[src/rtl/pte_pkg.sv]
package pte_pkg;

  // Notch length in clocks, rounded up so the notch is never shorter than asked.
  function automatic int unsigned notch_len(int unsigned clk_mhz, int unsigned notch_ns);
    return (clk_mhz * notch_ns + 999) / 1000;
  endfunction

  // Count at which the on-time is forced off: half or three quarters of the period.
  function automatic int unsigned max_on(int unsigned period, logic hi_mode);
    return hi_mode ? (period * 3) / 4 : period / 2;
  endfunction

endpackage

[src/rtl/pte_period_timer.sv]
module pte_period_timer
  import pte_pkg::*;
#(
  parameter int unsigned PERIOD_CLKS = 64,
  parameter int unsigned CW          = $clog2(PERIOD_CLKS)
) (
  input  logic clk,
  input  logic rst,
  input  logic dmax_sel,
  output logic live,
  output logic wrap,
  output logic half_edge,
  output logic in_pos,
  output logic on_win,
  output logic pre_last,
  output logic at_max_m1
);

  localparam logic [CW-1:0] LAST    = CW'(PERIOD_CLKS - 1);
  localparam logic [CW-1:0] HALF    = CW'(PERIOD_CLKS / 2);
  localparam logic [CW-1:0] HALF_M1 = CW'(PERIOD_CLKS / 2 - 1);
  localparam logic [CW-1:0] LIM50   = CW'(max_on(PERIOD_CLKS, 1'b0));
  localparam logic [CW-1:0] LIM75   = CW'(max_on(PERIOD_CLKS, 1'b1));

  logic [CW-1:0] cnt;
  logic          mode_q;
  logic [CW-1:0] lim;
  logic [CW-1:0] lim_m1;

  always_comb begin
    lim       = mode_q ? LIM75 : LIM50;
    lim_m1    = lim - CW'(1);
    wrap      = (cnt == LAST);
    half_edge = (cnt == HALF_M1);
    in_pos    = (cnt < HALF);
    on_win    = (cnt < lim);
    pre_last  = (cnt < lim_m1);
    at_max_m1 = (cnt == lim_m1);
  end

  // Reset parks the count on the last slot, so the first live edge opens count 0.
  always_ff @(posedge clk) begin
    if (rst) begin
      cnt    <= LAST;
      live   <= 1'b0;
      mode_q <= 1'b0;
    end else begin
      live <= 1'b1;
      cnt  <= wrap ? '0 : cnt + CW'(1);
      if (wrap) mode_q <= dmax_sel;
    end
  end

endmodule

[src/rtl/pte_ontime_ctrl.sv]
module pte_ontime_ctrl (
  input  logic clk,
  input  logic rst,
  input  logic trip,
  input  logic live,
  input  logic wrap,
  input  logic on_win,
  input  logic pre_last,
  output logic pwm,
  output logic take,
  output logic pre_end
);

  logic ended;

  always_comb begin
    // A trip on the final on-time count coincides with forced turn-off and is not taken.
    take    = trip && live && !ended && pre_last;
    // A trip on the last count of a period cancels the next period's on-time.
    pre_end = trip && wrap;
    pwm     = live && !ended && on_win;
  end

  always_ff @(posedge clk) begin
    if (rst)       ended <= 1'b1;
    else if (wrap) ended <= pre_end;
    else if (take) ended <= 1'b1;
  end

endmodule

[src/rtl/pte_notch_gen.sv]
module pte_notch_gen #(
  parameter int unsigned NOTCH_CYC = 19,
  parameter int unsigned NW        = $clog2(NOTCH_CYC + 1)
) (
  input  logic clk,
  input  logic rst,
  input  logic start,
  input  logic clear,
  output logic active
);

  logic [NW-1:0] rem;

  assign active = (rem != '0);

  // Start outranks the half-edge clear, so a notch may open at a half boundary.
  always_ff @(posedge clk) begin
    if (rst)              rem <= '0;
    else if (start)       rem <= NW'(NOTCH_CYC);
    else if (clear)       rem <= '0;
    else if (rem != '0)   rem <= rem - NW'(1);
  end

endmodule

[src/rtl/pte_drive_mux.sv]
module pte_drive_mux (
  input  logic live,
  input  logic in_pos,
  input  logic notch,
  output logic pt_pos,
  output logic pt_neg
);

  always_comb begin
    pt_pos = live &&  in_pos && !notch;
    pt_neg = live && !in_pos && !notch;
  end

endmodule

[src/rtl/pte_gate_encoder.sv]
module pte_gate_encoder
  import pte_pkg::*;
#(
  parameter int unsigned PERIOD_CLKS = 64,
  parameter int unsigned CLK_MHZ     = 125,
  parameter int unsigned NOTCH_NS    = 150
) (
  input  logic clk,
  input  logic rst,
  input  logic ilim_trip,
  input  logic dmax_sel,
  output logic pt_pos,
  output logic pt_neg,
  output logic pwm_mon
);

  localparam int unsigned CW        = $clog2(PERIOD_CLKS);
  localparam int unsigned NOTCH_CYC = notch_len(CLK_MHZ, NOTCH_NS);
  localparam int unsigned NW        = $clog2(NOTCH_CYC + 1);

  logic live, wrap, half_edge, in_pos, on_win, pre_last, at_max_m1;
  logic trip_take, pre_end, notch_act;
  logic notch_start, notch_clear;

  pte_period_timer #(.PERIOD_CLKS(PERIOD_CLKS), .CW(CW)) u_timer (
    .clk       (clk),
    .rst       (rst),
    .dmax_sel  (dmax_sel),
    .live      (live),
    .wrap      (wrap),
    .half_edge (half_edge),
    .in_pos    (in_pos),
    .on_win    (on_win),
    .pre_last  (pre_last),
    .at_max_m1 (at_max_m1)
  );

  pte_ontime_ctrl u_ontime (
    .clk      (clk),
    .rst      (rst),
    .trip     (ilim_trip),
    .live     (live),
    .wrap     (wrap),
    .on_win   (on_win),
    .pre_last (pre_last),
    .pwm      (pwm_mon),
    .take     (trip_take),
    .pre_end  (pre_end)
  );

  assign notch_start = trip_take || pre_end;
  assign notch_clear = wrap || half_edge;

  pte_notch_gen #(.NOTCH_CYC(NOTCH_CYC), .NW(NW)) u_notch (
    .clk    (clk),
    .rst    (rst),
    .start  (notch_start),
    .clear  (notch_clear),
    .active (notch_act)
  );

  pte_drive_mux u_mux (
    .live   (live),
    .in_pos (in_pos),
    .notch  (notch_act),
    .pt_pos (pt_pos),
    .pt_neg (pt_neg)
  );

endmodule

[config.mk]
export PLATFORM = sky130hd
export DESIGN_NAME = pte_gate_encoder
export DESIGN_NICKNAME = d
export VERILOG_FILES = /design/src/rtl/pte_pkg.sv /design/src/rtl/pte_period_timer.sv /design/src/rtl/pte_ontime_ctrl.sv /design/src/rtl/pte_notch_gen.sv /design/src/rtl/pte_drive_mux.sv /design/src/rtl/pte_gate_encoder.sv
export SDC_FILE = /design/constraint.sdc
export NUM_CORES = 1
export LEC_CHECK = 0
export ABC_AREA = 1
export CORE_AREA = 3 3 40 42
export CTS_BUF_LIST = sky130_fd_sc_hd__clkbuf_4
export DETAILED_ROUTE_END_ITERATION = 6
export DIE_AREA = 0 0 43 45
export PLACE_DENSITY = 0.82
export SLEW_MARGIN = 10
export SYNTH_ARGS = -nofsm -noshare
export SYNTH_HDL_FRONTEND = slang
export SYNTH_SLANG_ARGS = --single-unit
export TNS_END_PERCENT = 50
[constraint.sdc]
create_clock -name clk -period 1.7 [get_ports clk]
set_input_delay 0.34 -clock clk [delete_from_list [all_inputs] [get_ports clk]]
set_output_delay 0.34 -clock clk [all_outputs]
set_load 0.05 [all_outputs]
# After elaboration in Yosys (flattened, before gate mapping)
# Cells that the tools add are included.
[totals]
regBits = 14
in_bits = 4
output_inout_bits = 3
[classes]
add_sub_neg = 3
muxes = 8
magnitude_cmp = 3
eq_ne = 2
n_reduce_logical = 19
[op_table]
columns = ["op", "n"]
rows = [
  ["5-bit 2-to-1 mux", 4],
  ["6-bit < comparator", 2],
  ["1-bit logical AND", 10],
  ["6-bit by 1-bit adder with 6-bit output (second input constant)", 1],
  ["6-bit by 5-bit == test with 1-bit output (second input constant)", 1],
  ["6-bit == test (second input constant)", 1],
  ["6-bit < comparator (second input constant)", 1],
  ["6-bit 2-to-1 mux", 1],
  ["6-bit by 1-bit subtractor with 6-bit output (second input constant)", 1],
  ["5-bit nonzero test", 1],
  ["5-bit by 1-bit subtractor with 5-bit output (second input constant)", 1],
  ["1-bit logical NOT", 3],
  ["1-bit 2-to-1 mux", 3],
  ["3-bit nonzero test", 1],
  ["3-bit OR reduction", 1],
  ["1-bit logical OR", 2],
  ["2-bit nonzero test", 1],
]

# Longest topological paths before layout
# Gate-level depths: netlist of the first run.
[logic_depth]
word_depth = 6
mapped_depth = 9
depth_no_buf = 9

# By module
# Synthesis of the first run repeated with hierarchy kept, for this count alone.
[unflattened]
cells_unflattened = 110
hier_area_um2 = 768.2
[by_module_without_submodules]
columns = ["mod", "seq_area_each_um2", "n_inst", "cells_each", "area_each_um2"]
rows = [
  ["pte_period_timer", 160.2, 1, 54, 411.6],
  ["pte_notch_gen", 100.1, 1, 33, 249.0],
  ["pte_ontime_ctrl", 20.0, 1, 12, 66.3],
  ["pte_gate_encoder", 0.0, 1, 6, 22.5],
  ["pte_drive_mux", 0.0, 1, 5, 18.8],
]

# Worst setup path after synthesis of the first run
# No wires, ideal clock.
[synth_path]
kind = "flip-flop to output port"
start = "register u_notch.rem[0]"
end = "output port pt_neg"
path_slack_ps = -384
arrival_ps = 1744
stages_incl_launch_ff = 5
required_ps = 1360
cell_sequence = "dfxtp_1 > inv_1 > ha_1 > nand3b_1 > nor3_1"
[synth_via]
elab_chain_len = 3
[synth_rtl]
columns = ["element", "line", "text"]
rows = [
  ["from (decl)", "pte_notch_gen.sv:12", "logic [NW-1:0] rem;"],
  ["from (signal assigned)", "pte_notch_gen.sv:19", "else if (start) rem <= NW'(NOTCH_CYC);"],
  ["from (signal assigned)", "pte_notch_gen.sv:21", "else if (rem != '0) rem <= rem - NW'(1);"],
  ["5-bit nonzero test", "pte_notch_gen.sv:14", "assign active = (rem != '0);"],
  ["1-bit logical NOT", "pte_drive_mux.sv:11", "pt_neg = live && !in_pos && !notch;"],
  ["1-bit logical AND", "pte_drive_mux.sv:11", ""],
  ["to (decl)", "pte_gate_encoder.sv:13", "output logic pt_neg,"],
]
# No other way between the ends.

# Worst setup path in the final report of the first run
[layout_path]
start = "register u_notch.rem[1]"
end = "output port pt_neg"
# The elaborated chain is that of the path after synthesis.

==> results of run 1 <==
cells by family after synthesis:
group	Yosys count	share of synthesized area, %
buffers and inverters	13	7.00
DFF	14	40.2
AOI/OAI and AO/OA	13	9.70
and+or+nand+nor	46	32.9
adders and majority gates	5	8.98
xor gates and xnor gates	1	1.26
power by group through the flow:
stage | clock network, mW | registers (mW) | logic (mW)
2_1_floorplan | 0 | 0.488 | 0.521
3_3_place_gp | 0 | 0.500 | 0.667
3_5_place_dp | 0 | 0.504 | 0.696
4_1_cts | 0.190 | 0.504 | 0.809
5_1_grt | 0.201 | 0.522 | 0.926
6_report | 0.184 | 0.510 | 0.832
layout by cell type, fill, tap and decap left out, types with 3 or more instances in the layout:
cell type        count
inv_2                5
clkdlybuf4s50_1      3
buf_4                5
nand2_2              3
nand3_1              6
o21ai_0              4
ha_1                 3
nor2_1              13
clkbuf_4             3
dfxtp_1             11
dfxtp_2              3
inv_1                7
nor3_2               3
a21oi_1              6
nand2_1             12
metrics by stage:
stage | area, um^2 | TNS (ns) | hold slack (ns) | cells | util (%)
after global placement | 806 | 0 | 0.481 | 113 | 62.7
final | 905 | 0 | 0.492 | 121 | 70.4
after detailed placement | 806 | 0 | 0.479 | 113 | 62.7
after floorplan | 697 | -1.06 | 0.409 | 92 | -
after CTS | 888 | -0.0260 | 0.496 | 120 | 69.1
after global routing | 905 | -0.0842 | 0.527 | 121 | 70.4
cells in the mapped netlist:
library cell	number
a21oi_1	6
clkinv_1	1
dfxtp_1	14
ha_1	5
inv_1	11
inv_2	1
nand2_1	12
nand2_2	3
nand3_1	6
nand3_2	1
nand3b_1	1
nand4_1	2
nor2_1	13
nor2_2	1
nor2_4	2
nor3_1	3
o211ai_1	1
o21ai_0	4
o21ai_1	2
or2_2	2
xor2_1	1
sequential cells by signal, summed over array words and instances (netlist names):
signal          flops
u_notch.rem         5
u_timer.live        1
u_ontime.ended      1
u_timer.cnt         6
u_timer.mode_q      1
final cells by class:
class | instances | area [um^2] | area share [%]
Multi-Input combinational cell | 65 | 398 | 44.0
Sequential cell | 14 | 284 | 31.4
Timing Repair Buffer | 11 | 133 | 14.7
Inverter | 13 | 48.8 | 5.39
Clock buffer | 3 | 22.5 | 2.49
Tap cell | 15 | 18.8 | 2.07
critical path, stage by stage (launching register included):
cell      delay, ns
dfxtp_2        0.33
inv_2          0.07
ha_4           0.13
nand3b_1       0.13
nor3_2         0.22
buf_12         0.17
what timing repair did:
item                                    CTS  global route
endpoints found under the setup margin    3             3
buffers inserted                          4             1
gates resized for setup                   9             5
cloned                                    0             0
pin swaps                                 3             2
per-layer routing:
layer	vias to the layer above	share of wire, %	wire, um
li1	326	-	-
met1	299	45	659
met2	20	48	700
met3	5	4.1	60
met4	0	2.9	42
met5	-	0	0
worst max path at each step:
stage	endpoint	slack (ns)	cells after the start
6_report	pt_neg	0.03	5
5_1_grt	pt_pos	-0.03	5
4_1_cts	pt_pos	-0.03	5
3_5_place_dp	pt_neg	0.16	5
3_3_place_gp	pt_neg	0.19	5
2_1_floorplan	pt_neg	-0.38	4
==> summary.md, run 1 <==
| Metric | Value |
|---|---|
| Status | `complete, no violations` |
| Max cap viols | `0` |
| Post-synth top area share | `about two fifths` |
| Slack of the critical path | `0.0330 ns` |
| Total routed wirelength | `1460 um` |
| Count of buffers from port buffering | `6` |
| Worst path arrival time | `approximately 1.3 ns` |
| Die area | `just under 2000 um^2` |
| Met3 GRT Util | `~2.8%` |
| # diodes | `0` |
| Met1 Use GR | `~19%` |
| Switch share | `between 40% and 50%` |
| Total core area | `~1300 um^2` |
| Worst skew pair latency | `~0.28 ns` |
| TritonCTS buffer count | `3` |
| Crit path capture type | `primary output` |
| Rows | `13` |
| Filler cells | `100` |
| WP data required | `about 1.4 ns` |
| Worst r2r src | `u_timer.mode_q` |
| Hold Vio Cnt, Final | `0` |
| Initial antenna violation count | `0` |
| # hold bufs at CTS | `0` |
| Detail-routed net length per standard cell | `12.1 um` |
| Share of layout cells above drive strength 1 | `between 30 and 40%` |
| Worst clock skew | `around 0.0043 ns` |
| Sequential fraction of design power | `between 30% and 40%` |
| Largest net degree at the start of global routing | `11` |
| Slew Limit Headroom | `between 80 and 90%` |
| Yosys cell types | `21` |
| Vias per inst | `between 5 and 6` |
| Final min period | `roughly 1.7 ns` |
| Pre-CTS WS | `around 0.16 ns` |
| Clock-pin slew on the worst setup and hold paths | `approximately 0.07 ns` |
| TritonCTS clock tree | `yes` |
| Hold path depth | `2` |
| GRT Total Usage | `approximately 16%` |
| RSZ-0062 raised after global routing | `true` |
| Number of global-route vias before repair | `597` |
| Syn Area/Cell | `about 7.6 um^2` |
| Worst hold start | `u_notch.rem[1]` |
| Worst-Margin Slew | `0.260 ns` |
| Initial Util | `a little over half` |
| Final setup viols | `0` |
| Final Power | `1.53 mW` |
| Most used routing layer | `met2` |
| Setup crit start | `u_notch.rem[1]` |
| Synthesis Warnings | `0` |
| Area Overhead vs Synth | `29.8%` |
| CP startpoint kind | `flop` |
| Yosys top cell by area | `dfxtp_1` |
| Die width | `roughly 43 um` |
| Critical path type | `flop to primary output` |
| Die span in y | `between 40 and 50 um` |
| Reg2Reg Depth | `9` |
| End of the worst register-to-register path | `u_ontime.ended` |
| Met2 Use GR | `roughly 27%` |
| DRT iter0 DRCs | `8` |
| Crit share post-route | `a little over nine tenths` |
| Max Clk Rate | `~0.6 GHz` |
| P_int | `just under 0.9 mW` |
| Worst-case vdd ir drop | `a little under 0.8 mV` |
| DR vias | `between 600 and 700` |
| Num ports | `7` |
| Global-route wire length before repair | `~2300 um` |
| Slew Viols, Final | `0` |
| Register area share after synthesis | `roughly two fifths` |
| Final GP Congestion | `roughly 0.8` |
| Global route overflow | `0` |
| Clock sinks | `14` |
| Post-DRT Antenna Nets | `0` |
| Psw | `0.654 mW` |
| Comb power frac | `54.5%` |
| DRT Pass-1 Iters | `4` |
| Ranking of synthesized cells by area | `dfxtp_1 40%, ha_1 9.0%, nor2_1 7.0%` |
| Cell Area, Synth | `~700 um^2` |
| Nets | `around 120` |
| HPWL Detailed | `1060 um` |
| R2R Setup Slk | `around 0.27 ns` |
| Hold Path Sink | `u_notch.rem[1]` |
| DRC violations left | `0` |
| Power per cell area | `~1700 nW/um^2` |
| Clock power share | `12.1%` |
| Clk buf depth | `2` |
| Root Buffer | `clkbuf_4` |
| CP Max Fanout | `3` |
| Hold Path Class | `flop to flop` |
| # H-tree levels | `1` |
| Post-synth net total | `slightly above 100` |
| Synth Register Bits | `14` |
| Leakage power | `0.416 nW` |
| Mapped Cells | `92` |
Note: power is estimated with default switching activity, not from simulation.
==> inputs of run 2 (changes only) <==
--- a/config.mk
+++ b/config.mk
@@ -10,7 +10,7 @@
 export CTS_BUF_LIST = sky130_fd_sc_hd__clkbuf_4
 export DETAILED_ROUTE_END_ITERATION = 6
 export DIE_AREA = 0 0 43 45
-export PLACE_DENSITY = 0.82
+export PLACE_DENSITY = 0.75
 export SLEW_MARGIN = 10
 export SYNTH_ARGS = -nofsm -noshare
 export SYNTH_HDL_FRONTEND = slang
==> run 2 against run 1 <==
  * The flow now finishes with violations (negative setup slack)
  * Final cell count is 1.7% higher
  * Global-route usage grew 1.2 points
  * Register-to-register slack worse by 0.20 ns
  * Routed wire length up 2.0%
  * Non-clock buffer count rose by 1
  * Count of clock-buffer cells in the layout unchanged
  * Cell area is 0.55% higher
  * Critical path type unchanged
  * Critical endpoint unchanged
  * Largest power group unchanged
  * Highest routed layer unchanged
==> summary.md, run 2 (synthesis gave the netlist of run 1 again) <==
| Metric | Value |
|---|---|
| Status | `finished, violations left` |
| Failing checks | `negative setup slack` |
| Clock-pin slew on the worst setup and hold paths | `0.08 ns` |
| Worst-Margin Slew | `~0.24 ns` |
| Largest net degree at the start of global routing | `11` |
| Area Overhead vs Synth | `30.5%` |
| Total core area | `approximately 1300 um^2` |
| # H-tree levels | `1` |
| Final min period | `about 1.7 ns` |
| Slew Viols, Final | `0` |
| Rows | `13` |
| Slew Limit Headroom | `83.7%` |
| Hold Path Class | `flop to flop` |
| DRT Pass-1 Iters | `4` |
| Vias per inst | `5.24` |
| HPWL Detailed | `slightly above 1000 um` |
| Crit path capture type | `primary output` |
| Power per cell area | `1770 nW/um^2` |
| Die area | `about 1900 um^2` |
| Nets | `118` |
| Worst path arrival time | `approximately 1.4 ns` |
| Hold Vio Cnt, Final | `0` |
| Detail-routed net length per standard cell | `12.1 um` |
| Worst-case vdd ir drop | `~0.80 mV` |
| DR vias | `~650` |
| Leakage power | `0.426 nW` |
| TritonCTS clock tree | `yes` |
| Worst clock skew | `0.00179 ns` |
| Filler cells | `between 100 and 150` |
| Biggest register | `u_timer.cnt` |
| Die span in y | `roughly 45 um` |
| Design Area, Final | `between 900 and 1000 um^2` |
| Max cap viols | `0` |
| Share of layout cells above drive strength 1 | `~29%` |
| Clock sinks | `14` |
| Clk buf depth | `2` |
| Count of buffers from port buffering | `6` |
| CP Max Fanout | `3` |
| Commonest non-fill, non-tap cells in the layout | `12 x nor2_1, 12 x nand2_1, 12 x dfxtp_1` |
| Worst skew pair latency | `approximately 0.27 ns` |
| Max reg flops | `6` |
| Num ports | `7` |
| CP startpoint kind | `flop` |
| Total routed wirelength | `between 1000 and 1500 um` |
| DRT iter0 DRCs | `9` |
| Critical path type | `flop to primary output` |
| RSZ-0062 raised after global routing | `true` |
| Initial Util | `between 50 and 60%` |
| Post-DRT Antenna Nets | `0` |
| Die width | `~43 um` |
| Slack of the critical path | `-0.00779 ns` |
| TritonCTS buffer count | `3` |
| Crit share post-route | `100%` |
| WP data required | `around 1.4 ns` |
| Final setup viols | `1` |
| Global-route wire length before repair | `about 2600 um` |
| Final Power | `approximately 1.6 mW` |
| Root Buffer | `clkbuf_4` |
| Placed inst area | `between 800 and 900 um^2` |
| Global route overflow | `0` |
| GRT Total Usage | `between 15 and 20%` |
| DRC violations left | `0` |
| # diodes | `0` |
| Number of global-route vias before repair | `642` |
| Largest regs | `u_timer.cnt (6), u_notch.rem (5)` |
| Final GP Congestion | `0.772` |
| Initial antenna violation count | `0` |
| TNS Setup | `-0.00779 ns` |
| Max Clk Rate | `0.586 GHz` |
==> run 2: cell types whose count changed in the layout (fill, tap and decap cells not counted), sizes merged <==
| cell | previous run | this run |
|---|---|---|
| clkbuf | 4 | 3 |
| buf | 7 | 9 |
| clkinv | 1 | 2 |
==> run 2: layout make-up <==
cell class | count | area [um^2] | area share (%)
inverter | 13 | 48.8 | 5.36
clock buffer | 3 | 22.5 | 2.48
multi-input combinational | 65 | 398 | 43.7
clock inverter | 1 | 3.75 | 0.413
sequential | 14 | 283 | 31.1
tap | 15 | 18.8 | 2.06
timing repair buffer | 12 | 135 | 14.9
==> run 2: path summary, 6_finish.rpt <==
kind,cells past startpoint,start,slack (ns),to
worst max-delay path,5,u_notch.rem[1],-0.008,pt_neg
worst min-delay path,2,u_notch.rem[1],0.50,u_notch.rem[1]
worst min register to register,2,u_notch.rem[1],0.50,u_notch.rem[1]
worst max register to register,10,u_notch.rem[1],0.07,u_notch.rem[0]
==> run 2: timing repair <==
item,in CTS,in global routing
resized for setup,9,1
pin swaps,3,2
hold buffers,0,0
setup endpoints to repair,3,5
buffers inserted,6,0
cloned,0,0
==> run 2: critical path, cell delays in order, from the launching register on <==
cell and delay [ns]:
dfxtp_2 0.33, inv_2 0.07, ha_4 0.13, nand3b_1 0.16
nor3_2 0.23, buf_12 0.17
==> run 2: power by group <==
group | internal, mW | total (mW) | switching, mW | leakage [nW]
Sequential | 0.427 | 0.506 | 0.0786 | 0.117
Combinational | 0.411 | 0.909 | 0.497 | 0.294
Clock | 0.0850 | 0.193 | 0.108 | 0.0154
Total | 0.924 | 1.61 | 0.684 | 0.426
==> run 2: through the flow <==
stage / worst slack (ns) / std cells / util, % / hold slack, ns
2_1_floorplan: -0.384 / 92 / - / 0.409
3_3_place_gp: 0.184 / 113 / 62.7 / 0.479
3_5_place_dp: 0.145 / 113 / 62.7 / 0.486
4_1_cts: -0.0301 / 123 / 70.6 / 0.502
5_1_grt: -0.0666 / 123 / 70.8 / 0.522
6_report: -0.00779 / 123 / 70.8 / 0.500
==> run 2: routing by layer <==
| metal | track usage (%) | part of all wire [%] | routed length [um] |
|---|---|---|---|
| met3 | 2.79 | 4.4 | 65 |
| met1 | 20.0 | 44 | 663 |
| met2 | 30.8 | 49 | 730 |
| met4 | 10.2 | 2.1 | 31 |
| met5 | 0 | 0 | 0 |
==> inputs of run 3 (changes only) <==
==> constraint.sdc (replaced) <==
create_clock -name clk -period 2.2 [get_ports clk]
set_input_delay 0.44 -clock clk [delete_from_list [all_inputs] [get_ports clk]]
set_output_delay 0.44 -clock clk [all_outputs]
set_load 0.05 [all_outputs]
==> run 3 against run 2 <==
  * The flow now finishes without violations
  * Count of clock-buffer cells in the layout did not move
  * Worst hold slack worse by 0.0026 ns
  * Routed wire length is 17% lower
  * Sequential share of layout area is 3.1 points higher
  * Largest power group unchanged
==> summary.md, run 3 (synthesis gave the netlist of run 1 again) <==
| Metric | Value |
|---|---|
| Status | `complete, no violations` |
| Worst path arrival time | `approximately 1.5 ns` |
| Post-CTS resize count | `0` |
| Global route overflow | `0` |
| Rows | `13` |
| Root Buffer | `clkbuf_4` |
| Num ports | `7` |
| Largest net degree at the start of global routing | `11` |
| Largest regs | `u_timer.cnt (6), u_notch.rem (5)` |
| # hold bufs at CTS | `0` |
| Sequential fraction of design power | `a little over a third` |
| Global-route wire length before repair | `2090 um` |
| Setup crit start | `u_notch.rem[0]` |
| Hold Vio Cnt, Final | `0` |
| Comb power frac | `about half` |
| Hold path depth | `2` |
| Max Clk Rate | `roughly 0.50 GHz` |
| Area Overhead vs Synth | `17.6%` |
| Count of buffers from port buffering | `6` |
| Worst clock skew | `between 0.003 and 0.004 ns` |
| Die area | `a little under 2000 um^2` |
| Max cap viols | `0` |
| Max reg flops | `6` |
| Total routed wirelength | `about 1200 um` |
| Clock sinks | `14` |
| GRT Total Usage | `between 10% and 20%` |
| Number of global-route vias before repair | `approximately 520` |
| # diodes | `0` |
| Share of layout cells above drive strength 1 | `between 15 and 20%` |
| Final min period | `about 2.0 ns` |
| Crit path capture type | `primary output` |
| Initial Util | `around 54%` |
| CP Max Fanout | `5` |
| WP data required | `about 1.8 ns` |
| Worst hold start | `u_notch.rem[1]` |
| # H-tree levels | `1` |
| Final GP Congestion | `about 0.8` |
| TritonCTS buffer count | `3` |
| Worst r2r src | `u_timer.mode_q` |
| Worst skew pair latency | `0.28 ns` |
| Placed Cells | `about 110` |
| Psw | `0.458 mW` |
| Most common cell after layout, fill and taps aside | `dfxtp_1` |
| Initial antenna violation count | `0` |
| HPWL Detailed | `around 990 um` |
| RSZ-0062 raised after global routing | `false` |
| Vias per inst | `just over 5` |
| Slew Viols, Final | `0` |
| Biggest register | `u_timer.cnt` |
| P_int | `approximately 0.6 mW` |
| Critical path type | `flop to primary output` |
| Clk buf depth | `2` |
| Final Power | `between 1 and 1.5 mW` |
| Die span in y | `between 40 and 50 um` |
| Crit share post-route | `between 90% and 100%` |
| Clock-pin slew on the worst setup and hold paths | `about 0.080 ns` |
| Worst-Margin Slew | `roughly 0.34 ns` |
| Slew Limit Headroom | `77.4%` |
| Final std cells w/o fill | `117` |
| Post-CTS Setup Inserts | `0` |
| Commonest non-fill, non-tap cells in the layout | `14 x dfxtp_1, 13 x nor2_1, 12 x nand2_1` |
| TNS Setup | `0 ns` |
| DRC violations left | `0` |
| Power per cell area | `~1300 nW/um^2` |
| Switch share | `around 43%` |
| Nets | `between 100 and 150` |
| Clock power share | `around 14%` |
| Detail-routed net length per standard cell | `between 10 and 15 um` |
| Reg2Reg Depth | `7` |
| Die width | `43 um` |
| Post-DRT Antenna Nets | `0` |
| Worst-case vdd ir drop | `0.781 mV` |
| DRT Pass-1 Iters | `4` |
| Leakage power | `~0.39 nW` |
| DR vias | `between 500 and 600` |
| Total core area | `1280 um^2` |
| TritonCTS clock tree | `yes` |
| Final setup viols | `0` |
| CP startpoint kind | `flop` |
| Hold Path Class | `flop to flop` |
| DRT iter0 DRCs | `10` |
run 3: layout make-up:
class	count	area, um^2
clock buffer	3	22.5
sequential	14	280
tap	15	18.8
fill	112	465
clock inverter	1	3.75
multi-input combinational	65	368
timing repair buffer	6	77.6
inverter	13	48.8
run 3: power groups by stage:
stage	clock network, mW	registers (mW)	logic, mW
finish	0.149	0.385	0.525
global route	0.166	0.394	0.605
CTS	0.154	0.386	0.528
detailed placement	0	0.392	0.526
global placement	0	0.387	0.515
floorplan	0	0.377	0.402
run 3: worst max-delay path, cell delays in order (launching register included):
cell	delay (ns)
dfxtp_1	0.33
inv_1	0.07
ha_1	0.19
nand3b_1	0.17
nor3_1	0.32
buf_12	0.18
run 3: worst paths after layout:
| check | to | slack, ns |
|---|---|---|
| setup / recovery | pt_neg | 0.22 |
| hold / removal | u_notch.rem[1] | 0.50 |
| setup reg to reg | u_notch.rem[0] | 0.79 |
| hold reg to reg | u_notch.rem[1] | 0.50 |
run 3: routing by layer:
layer / vias up / routed length, um / part of all wire (%) / GRT usage [%]
met3: 0 / 66 / 5.3 / 7.17
met2: 12 / 588 / 47 / 24.6
met1: 260 / 588 / 47 / 16.8
met5: - / 0 / 0 / 0
li1: 316 / - / - / -
met4: 0 / 0 / 0 / 3.61
run 3: metrics by stage:
stage | setup slack, ns | utilization [%] | area [um^2] | hold WS (ns)
after floorplan | 0.0157 | - | 697 | 0.450
after global placement | 0.588 | 61.7 | 793 | 0.480
after global routing | 0.116 | 63.8 | 820 | 0.529
after CTS | 0.216 | 63.8 | 820 | 0.500
final | 0.217 | 63.8 | 820 | 0.498
after detailed placement | 0.539 | 61.7 | 793 | 0.488
